File: config.mk
export PLATFORM = sky130hd
export DESIGN_NAME = rx_fifo_guard
export DESIGN_NICKNAME = d
export VERILOG_FILES = /design/src/rtl/rxf_pkg.sv /design/src/rtl/rxf_store.sv /design/src/rtl/rxf_ovr.sv /design/src/rtl/rxf_tmo.sv /design/src/rtl/rx_fifo_guard.sv
export SDC_FILE = /design/constraint.sdc
export NUM_CORES = 1
export LEC_CHECK = 0
export ABC_AREA = 1
export BUFFER_PORTS_ARGS = -buffer_cell sky130_fd_sc_hd__buf_2
export CORE_MARGIN = 3
export CORE_UTILIZATION = 54
export CTS_BUF_LIST = sky130_fd_sc_hd__clkbuf_16
export CTS_CLUSTER_SIZE = 30
export DETAILED_ROUTE_END_ITERATION = 16
export PLACE_DENSITY = 0.8
export SYNTH_ARGS = -nofsm -noshare
export SYNTH_HDL_FRONTEND = slang
export SYNTH_SLANG_ARGS = --single-unit
File: constraint.sdc
create_clock -name clk -period 2.3 [get_ports clk]
set_input_delay 0.115 -clock clk [delete_from_list [all_inputs] [get_ports clk]]
set_output_delay 0.115 -clock clk [all_outputs]
set_load 0.02 [all_outputs]
File: src/rtl/rxf_pkg.sv
// Package: shared defaults for the receive queue guard.
// Assumes: consumers derive their own widths from these values.
package rxf_pkg;
    parameter int unsigned RXF_DATA_W   = 16;
    parameter int unsigned RXF_DEPTH    = 8;
    parameter int unsigned RXF_TMO_BITS = 32;
endpackage

File: src/rtl/rxf_store.sv
// Module: rxf_store
// Circular word store with an occupancy count and show-ahead read data.
// Assumes: push is only requested when a slot is free or pop frees one in
// the same cycle; pop is only requested when the store is not empty.
module rxf_store #(
    parameter int unsigned DATA_W = 16,
    parameter int unsigned DEPTH  = 8
) (
    input  logic              clk,
    input  logic              rst_n,
    input  logic              push,
    input  logic              pop,
    input  logic [DATA_W-1:0] wdata,
    output logic [DATA_W-1:0] rdata,
    output logic              empty,
    output logic              full
);
    localparam int unsigned AW = (DEPTH > 1) ? $clog2(DEPTH) : 1;
    localparam int unsigned CW = $clog2(DEPTH + 1);

    logic [DATA_W-1:0] mem [DEPTH];
    logic [AW-1:0]     wr_ptr;
    logic [AW-1:0]     rd_ptr;
    logic [CW-1:0]     count;

    // Write the incoming word into the slot under the write pointer.
    always_ff @(posedge clk) begin
        if (push) begin
            mem[wr_ptr] <= wdata;
        end
    end

    // Advance the pointers with wrap and track the number of stored words.
    always_ff @(posedge clk) begin
        if (!rst_n) begin
            wr_ptr <= '0;
            rd_ptr <= '0;
            count  <= '0;
        end else begin
            if (push) begin
                wr_ptr <= (wr_ptr == AW'(DEPTH - 1)) ? '0 : wr_ptr + 1'b1;
            end
            if (pop) begin
                rd_ptr <= (rd_ptr == AW'(DEPTH - 1)) ? '0 : rd_ptr + 1'b1;
            end
            if (push && !pop) begin
                count <= count + 1'b1;
            end else if (pop && !push) begin
                count <= count - 1'b1;
            end
        end
    end

    // Present the oldest word and the occupancy flags.
    always_comb begin
        rdata = mem[rd_ptr];
        empty = (count == '0);
        full  = (count == CW'(DEPTH));
    end

    assert_no_overflow_R3: assert property (@(posedge clk) disable iff (!rst_n)
        push |-> (!full || pop));
    assert_no_underflow_R11: assert property (@(posedge clk) disable iff (!rst_n)
        pop |-> !empty);
    assert_count_range_R3: assert property (@(posedge clk) disable iff (!rst_n)
        count <= CW'(DEPTH));
    assert_balanced_R3: assert property (@(posedge clk) disable iff (!rst_n)
        (push && pop) |=> $stable(count));
endmodule

File: src/rtl/rxf_ovr.sv
// Module: rxf_ovr
// Overrun flag: set when a word completes on a full store that no read
// relieves in that cycle; cleared by a write-one-to-clear strobe.
// Assumes: the clear strobe takes priority over a new overrun in the same cycle.
module rxf_ovr (
    input  logic clk,
    input  logic rst_n,
    input  logic word_done,
    input  logic full,
    input  logic pop,
    input  logic ovr_clr,
    output logic ovr_irq
);
    // Hold, set or clear the overrun interrupt.
    always_ff @(posedge clk) begin
        if (!rst_n) begin
            ovr_irq <= 1'b0;
        end else if (ovr_clr) begin
            ovr_irq <= 1'b0;
        end else if (word_done && full && !pop) begin
            ovr_irq <= 1'b1;
        end
    end

    assert_ovr_cause_R4: assert property (@(posedge clk) disable iff (!rst_n)
        $rose(ovr_irq) |-> $past(word_done && full && !pop));
    assert_ovr_sticky_R5: assert property (@(posedge clk) disable iff (!rst_n)
        (ovr_irq && !ovr_clr) |=> ovr_irq);
    assert_ovr_clear_R7: assert property (@(posedge clk) disable iff (!rst_n)
        ovr_clr |=> !ovr_irq);
endmodule

File: src/rtl/rxf_tmo.sv
// Module: rxf_tmo
// Receive timeout: armed by an overrun clear, counts bit ticks while the
// store is non-empty, unread and no word is in reception; raises the
// interrupt after TMO_BITS counted ticks.
// Assumes: pop is a read of a non-empty store; empty disarms the timer.
module rxf_tmo #(
    parameter int unsigned TMO_BITS = 32
) (
    input  logic clk,
    input  logic rst_n,
    input  logic ovr_clr,
    input  logic pop,
    input  logic empty,
    input  logic bit_tick,
    input  logic rx_busy,
    output logic tmo_irq
);
    localparam int unsigned TW = (TMO_BITS > 1) ? $clog2(TMO_BITS) : 1;

    logic          armed;
    logic [TW-1:0] cnt;

    // Arm on clear, restart on read or empty, count eligible ticks otherwise.
    always_ff @(posedge clk) begin
        if (!rst_n) begin
            armed   <= 1'b0;
            cnt     <= '0;
            tmo_irq <= 1'b0;
        end else if (ovr_clr) begin
            armed   <= 1'b1;
            cnt     <= '0;
            tmo_irq <= 1'b0;
        end else if (!armed || pop || empty) begin
            cnt     <= '0;
            tmo_irq <= 1'b0;
            if (empty) begin
                armed <= 1'b0;
            end
        end else if (bit_tick && !rx_busy && !tmo_irq) begin
            if (cnt == TW'(TMO_BITS - 1)) begin
                tmo_irq <= 1'b1;
            end else begin
                cnt <= cnt + 1'b1;
            end
        end
    end

    assert_tmo_read_R9: assert property (@(posedge clk) disable iff (!rst_n)
        (pop || empty) |=> !tmo_irq);
    assert_tmo_busy_R10: assert property (@(posedge clk) disable iff (!rst_n)
        (rx_busy && !ovr_clr && !pop && !empty) |=> ($stable(cnt) && !$rose(tmo_irq)));
    assert_tmo_armed_R8: assert property (@(posedge clk) disable iff (!rst_n)
        $rose(tmo_irq) |-> $past(armed && bit_tick && !rx_busy));
endmodule

File: src/rtl/rx_fifo_guard.sv
// Module: rx_fifo_guard (top)
// Receive word queue with overrun detection at word completion and a
// receive timeout armed by the overrun clear.
// Assumes: word_done is a single-cycle strobe with word_data valid alongside.
module rx_fifo_guard #(
    parameter int unsigned DATA_W   = rxf_pkg::RXF_DATA_W,
    parameter int unsigned DEPTH    = rxf_pkg::RXF_DEPTH,
    parameter int unsigned TMO_BITS = rxf_pkg::RXF_TMO_BITS
) (
    input  logic              clk,
    input  logic              rst_n,
    input  logic              word_done,
    input  logic [DATA_W-1:0] word_data,
    input  logic              rx_busy,
    input  logic              rd_en,
    input  logic              ovr_clr,
    input  logic              bit_tick,
    output logic [DATA_W-1:0] rd_data,
    output logic              empty,
    output logic              full,
    output logic              ovr_irq,
    output logic              tmo_irq
);
    logic push;
    logic pop;

    // Accept a read only when data exists; accept a word only when no overrun
    // is pending and a slot is free now or freed by this cycle's read.
    always_comb begin
        pop  = rd_en && !empty;
        push = word_done && !ovr_irq && (!full || pop);
    end

    rxf_store #(.DATA_W(DATA_W), .DEPTH(DEPTH)) u_store (
        .clk   (clk),
        .rst_n (rst_n),
        .push  (push),
        .pop   (pop),
        .wdata (word_data),
        .rdata (rd_data),
        .empty (empty),
        .full  (full)
    );

    rxf_ovr u_ovr (
        .clk       (clk),
        .rst_n     (rst_n),
        .word_done (word_done),
        .full      (full),
        .pop       (pop),
        .ovr_clr   (ovr_clr),
        .ovr_irq   (ovr_irq)
    );

    rxf_tmo #(.TMO_BITS(TMO_BITS)) u_tmo (
        .clk      (clk),
        .rst_n    (rst_n),
        .ovr_clr  (ovr_clr),
        .pop      (pop),
        .empty    (empty),
        .bit_tick (bit_tick),
        .rx_busy  (rx_busy),
        .tmo_irq  (tmo_irq)
    );

    assert_discard_R5: assert property (@(posedge clk) disable iff (!rst_n)
        (ovr_irq && !ovr_clr && !rd_en) |=> ($stable(empty) && $stable(full)));
    assert_flags_R3: assert property (@(posedge clk) disable iff (!rst_n)
        !(empty && full));
    assert_save_R6: assert property (@(posedge clk) disable iff (!rst_n)
        (word_done && full && !ovr_irq && rd_en) |=> (full && !ovr_irq));
endmodule

# After elaboration in Yosys (flattened, before gate mapping)
# Memory sizes are Yosys's and may differ from the RTL's. A register that Yosys moved wholly into a read port is not among the register bits.
# Index checks and enable logic that the tools add are counted.
# classes
add_sub_neg,5
eq_ne,4
n_mux,11
n_bitwise,2
reduce_logical,29
# ops
cell,count
3-bit 2-to-1 mux,4
1-bit logical AND,9
1-bit logical NOT,8
4-bit 2-to-1 mux,2
3-bit by 1-bit adder with 3-bit output (second input constant),2
3-bit equality test (second input constant),2
2-bit AND reduction,3
2-bit nonzero test,3
5-bit by 1-bit adder with 5-bit output (second input constant),1
5-bit equality test (second input constant),1
1-bit 2-to-1 mux,5
4-bit by 1-bit adder with 4-bit output (second input constant),1
4-bit equality test (second input constant),1
4-bit logical NOT,1
4-bit by 1-bit subtractor with 4-bit output (second input constant),1
1-bit logical OR,3
3-bit OR reduction,1
1-bit inverter,2
2-bit OR reduction,1
# word_totals
regBits,18
mem_bits_rw,128
output_inout_bits,20
n_memories,1
# mem_list
name,words,width,rd,rd_clocked_by_memory_dff,write_ports,line,source
u_store.mem,8,16,1,1,1,rxf_store.sv:21,logic [DATA_W-1:0] mem [DEPTH];

# Logic depth before layout (Yosys ltp)
# depth
word_depth,9
ltp_mapped,13
ltp_nobuf,13

# Modules after synthesis
# Synthesis repeated with hierarchy kept, for this count alone.
# hier_totals
hier_cells,579
hier_area_um2,6247.2
# modules_own_cells
module,n_inst,cells_each,area_per_inst_um2,seq_area_each_um2
rxf_store,1,516,5776.8,4103.9
rxf_tmo,1,50,386.6,140.1
rxf_ovr,1,7,53.8,20.0
rx_fifo_guard,1,6,30.0,0.0

# Worst setup path before layout
# No wires, ideal clock.
# synth_path
path_type,flip-flop to flip-flop
from,register u_ovr.ovr_irq
to,"memory u_store.mem[6][0], enable pin"
setup_time_ns,0.409
arrival_ns,1.913
slack_ns,-0.023
path_stages_with_launch,4
n_path_buf,0
synth_period_minus_slack_ns,2.323
cell_sequence,dfxtp_1 nor2_2 nand2_2 nor3_1
# synth_via
elab_chain_cells,5
# synth_lines
item,line,source
start: declaration,rxf_ovr.sv:12,output logic ovr_irq
start signal: assignment,rxf_ovr.sv:17,ovr_irq <= 1'b0;
start signal: assignment,rxf_ovr.sv:19,ovr_irq <= 1'b0;
start signal: assignment,rxf_ovr.sv:21,ovr_irq <= 1'b1;
1-bit logical NOT,rx_fifo_guard.sv:31,push = word_done && !ovr_irq && (!full || pop);
1-bit logical AND (2 in series),rx_fifo_guard.sv:31,
1-bit 2-to-1 mux,rxf_store.sv:28,if (push) begin
1-bit 2-to-1 mux (implied by the code),rxf_store.sv:29,mem[wr_ptr] <= wdata;
end: declaration,rxf_store.sv:21,
# Every way passes these cells.

# Worst setup path after layout
# layout_path
from,register u_store.count[0]
to,register u_store.count[3]
# layout_via
elab_chain_cells,8
elab_cells_between_ends,16
cone_classes,add/sub (2); eq/ne (1); mux (2); reduce/logical (11)
# layout_lines
item,line,source
start: declaration,rxf_store.sv:24,logic [CW-1:0] count;
start signal: assignment,rxf_store.sv:47,count <= count + 1'b1;
start signal: assignment,rxf_store.sv:49,count <= count - 1'b1;
4-bit logical NOT,rxf_store.sv:57,empty = (count == '0);
1-bit logical NOT,rx_fifo_guard.sv:30,pop = rd_en && !empty;
1-bit logical AND,rx_fifo_guard.sv:30,
1-bit logical OR *,rx_fifo_guard.sv:31,
1-bit logical AND *,rx_fifo_guard.sv:31,
net push,rx_fifo_guard.sv:24,logic push;
1-bit logical NOT,rxf_store.sv:48,end else if (pop && !push) begin
1-bit logical AND,rxf_store.sv:48,
2-bit nonzero test (no source line),-,
# The timed path passes the listed nets; every way through them passes the cells marked *. The select of a mux whose other input is x is not followed.
# A chain may end at the register's enable or synchronous reset.

==> results.sh <==
export IMPL_regToRegSetupSlack_ns=0.18
export IMPL_report_final_hold_viol_count=0
export IMPL_area_of_the_core_sq_um=11000
export IMPL_place_congestion=0.801
export IMPL_synthesis_yosys_warnings=0
export IMPL_net_switching_share_of_the_total_power_pct=31.4
export IMPL_path_category_of_the_worst_min_delay_check="in2reg"
export IMPL_grt_max_degree=42
export IMPL_synth_net_count=575
export IMPL_vdd_ir_drop_max_uv=799
export IMPL_synth_compound_area_share_pct=9.70
export IMPL_antenna_violating_nets_post_route=0
export IMPL_drt_first_iter_violations=319
export IMPL_min_period_over_period_pct=92.1
export IMPL_dp_hpwl_mm=7.21
export IMPL_comb_power_share_pct=24.0
export IMPL_areaGrowthSynthToFinish_pct=19.5
export IMPL_std_cell_rows=38
export IMPL_timing_critical_path_required_ns=2.61
export IMPL_part_of_the_power_in_the_clock_network_pct=34.3
export IMPL_run_status="finished clean"
export IMPL_die_area_sq_um=12700
export IMPL_ys_seq_elements=149
export IMPL_cellInternalPower_mw=5.36
export IMPL_worst_reg2reg_startpoint="u_store.count[0]$_SDFFE_PN0P_"
export IMPL_worstHoldStart="bit_tick"
export IMPL_io_buffer_count=42
export IMPL_post_route_util_pct=66.9
export IMPL_worst_pin_slew_ns=0.756
export IMPL_grt_antenna_before_repair=0
export IMPL_floorplan_initialDensity_pct=56.0
export IMPL_post_cts_setup_buffers=0
export IMPL_clkTransAtPathRegs_ns=0.06
export IMPL_routed_via_count=4228
export IMPL_finalSetupViolCount=0
export IMPL_worst_setup_path_start_kind="flip-flop"
export IMPL_synthCells=542
export IMPL_clk_buf_depth=2
export IMPL_grt_first_pass_wirelength_mm=19.8
export IMPL_power_density_nw_per_um2=1060
export IMPL_p_sw_mw=2.46
export IMPL_summed_instance_area_of_the_synthesized_netlist_sq_um=6150
export IMPL_drc_errors_left=0
export IMPL_global_route_overflow_total=0
export IMPL_clk_root_buffer_cell="clkbuf_16"
export IMPL_yosys_area_share_adder_pct=2.16
export IMPL_num_io_pins=43
export IMPL_whs_ns=0.0397
export IMPL_crit_path_start="u_store.count[0]$_SDFFE_PN0P_"
export IMPL_main_combinational_cell_family_by_area_after_synthesis="simple AND/OR/NAND/NOR gates"
export IMPL_first_pass_iters=5
export IMPL_simple_logic_cell_fraction_of_the_synthesized_area_pct=14.1
export IMPL_antenna_cells_inserted=0
export IMPL_grtUsageTotal_pct=20.3
export IMPL_final_net_count=650
export IMPL_setup_worst_path_class="reg2reg"
export IMPL_max_clock_freq_mhz=472
export IMPL_leakage_nw=2.76
export IMPL_syn_area_per_cell_sq_um=11.3
export IMPL_vias_in_the_first_global_route=4126
export IMPL_max_slew_violation_count=0
export IMPL_unrepaired_setup_endpoints_after_global_routing="false"
export IMPL_detail_route_vias_per_cell=5.49
export IMPL_floorplan_die_height_um=113
export IMPL_arrival_time_worst_endpoint_ns=2.43
export IMPL_final_min_clock_period_ns=2.12
export IMPL_clock_sinks=149
export IMPL_clock_skews_ns=0.00530
export IMPL_route_detailed_wl_per_inst_um=16.1
export IMPL_flop_pwr_share_pct=41.7
export IMPL_worstSkewPairLatency_ns=0.41
export IMPL_cts_tree="yes"
export IMPL_drv_cap=0
export IMPL_htreeDepth=4
export IMPL_synth_xor_xnor_area_share_pct=0.427
export IMPL_path_max_fanout=7
export IMPL_floorplan_die_width_um=113
export IMPL_drive_gt1_share_pct=18.4
export IMPL_ys_seq_area_share_pct=69.3
export IMPL_sort_of_element_at_the_end_of_the_critical_path="flip-flop"
export IMPL_synthMuxAreaShare_pct=0
export IMPL_cts_made_buffers=17
export IMPL_detail_route_wirelength_mm=12.4
export IMPL_timing_max_slew_rel_slack_pct=49.6
export IMPL_yosys_cell_types_count=27
==> worst paths after layout <==
path | to | depth (start not counted)
worst min-delay path | u_tmo.tmo_irq$_SDFFE_PP0P_ | 5
worst min register to register | u_tmo.tmo_irq$_SDFFE_PP0P_ | 2
worst max register to register | u_store.count[3]$_SDFFE_PN0P_ | 13
worst max-delay path | u_store.count[3]$_SDFFE_PN0P_ | 13
==> sequential cells by signal, indices dropped and copies added (netlist names), named ones only <==
register / count
u_store.wr_ptr: 3
u_tmo.tmo_irq: 1
u_ovr.ovr_irq: 1
u_tmo.armed: 1
u_store.mem: 128
u_store.rd_ptr: 3
u_store.count: 4
u_tmo.cnt: 5
==> stage by stage <==
| stage | std cells | power, mW | TNS, ns | area, sq um | setup slack, ns |
|---|---|---|---|---|---|
| detailed placement | 718 | 5.13 | 0 | 6550 | 0.113 |
| CTS | 770 | 7.84 | 0 | 7340 | 0.101 |
| global route | 770 | 8.22 | 0 | 7350 | 0.00979 |
| floorplan | 542 | 4.65 | -2.89 | 6150 | -0.0226 |
| finish | 770 | 7.82 | 0 | 7350 | 0.181 |
| global placement | 718 | 5.04 | 0 | 6550 | 0.271 |
==> critical path, cell delays in order, from the launching register on <==
cell and delay [ns]:
dfxtp_1 0.38, nor2_4 0.19, nand4_4 0.14, nand2_2 0.10, inv_1 0.04, ha_1 0.20
inv_1 0.14, ha_1 0.29, a21oi_1 0.23, nand2_1 0.07, nand2_1 0.07, nand3_1 0.06
nand2_1 0.06, inv_1 0.04
==> cell usage after synthesis (all sizes together) <==
master	count	area share, %
dfxtp	21	6.8
ha	9	1.8
edfxtp	128	62
and3	1	0.10
nand3b	1	0.12
xor2	3	0.43
a21oi	16	1.6
o21ai	98	8.0
buf	21	2.5
nor2	111	6.9
a21boi	1	0.12
inv	26	1.6
fa	1	0.33
nor3	8	0.65
nand4	1	0.20
clkbuf	2	0.16
nand3	12	1.1
nand2	82	5.1
==> cells in the final DEF (no fill, tap or decap), drive strengths merged <==
cell type / netlist / layout
nand4: 1 / 1
ha: 9 / 9
nor2: 111 / 111
clkinv: 0 / 8
and3: 1 / 1
fa: 1 / 1
dfxtp: 21 / 21
xor2: 3 / 3
nand3: 12 / 12
nor3: 8 / 8
o21ai: 98 / 98
clkbuf: 2 / 17
bufinv: 0 / 2
inv: 26 / 28
a21boi: 1 / 1
a21oi: 16 / 16
buf: 21 / 59
nand3b: 1 / 1
dlygate4sd3: 0 / 20
nand2: 82 / 82
clkinvlp: 0 / 3
edfxtp: 128 / 128
==> what timing repair did <==
item | CTS | global route
hold buffers | 20 | 0
resized for setup | 0 | 2
endpoints found under the hold margin | 135 | 0
setup endpoints to repair | 0 | 1
==> area by class of cell <==
cell class              count  area, sq um
flip-flops and latches    149         4270
fillers                   776         3630
multi-input cells         344         1680
repair buffers             79          551
clock buffers              17          425
well taps                 140          175
clock inverters            15          158
inverters                  26         97.6
==> routing by layer <==
layer  routed length (um)  GRT usage [%]  vias up
met5                    0              0        -
met4                  158           8.49        0
met3                  836           5.72       19
met2                 6450           33.4      153
met1                 4980           25.4     2028
li1                     -              -     2028
==> power groups by stage <==
| stage | clock network, mW | registers (mW) | logic, mW |
|---|---|---|---|
| final | 2.68 | 3.26 | 1.88 |
| after global routing | 2.82 | 3.28 | 2.12 |
| after CTS | 2.71 | 3.25 | 1.87 |
| after detailed placement | 0 | 3.31 | 1.82 |
| after global placement | 0 | 3.29 | 1.74 |
| after floorplan | 0 | 3.26 | 1.38 |
==> cells by family after synthesis <==
group,after synthesis
compound gates,115
xor+xnor,3
fa+ha+maj,10
buf+inv,49
flops,149
simple gates,216
Power figures use the tool's default switching activity.
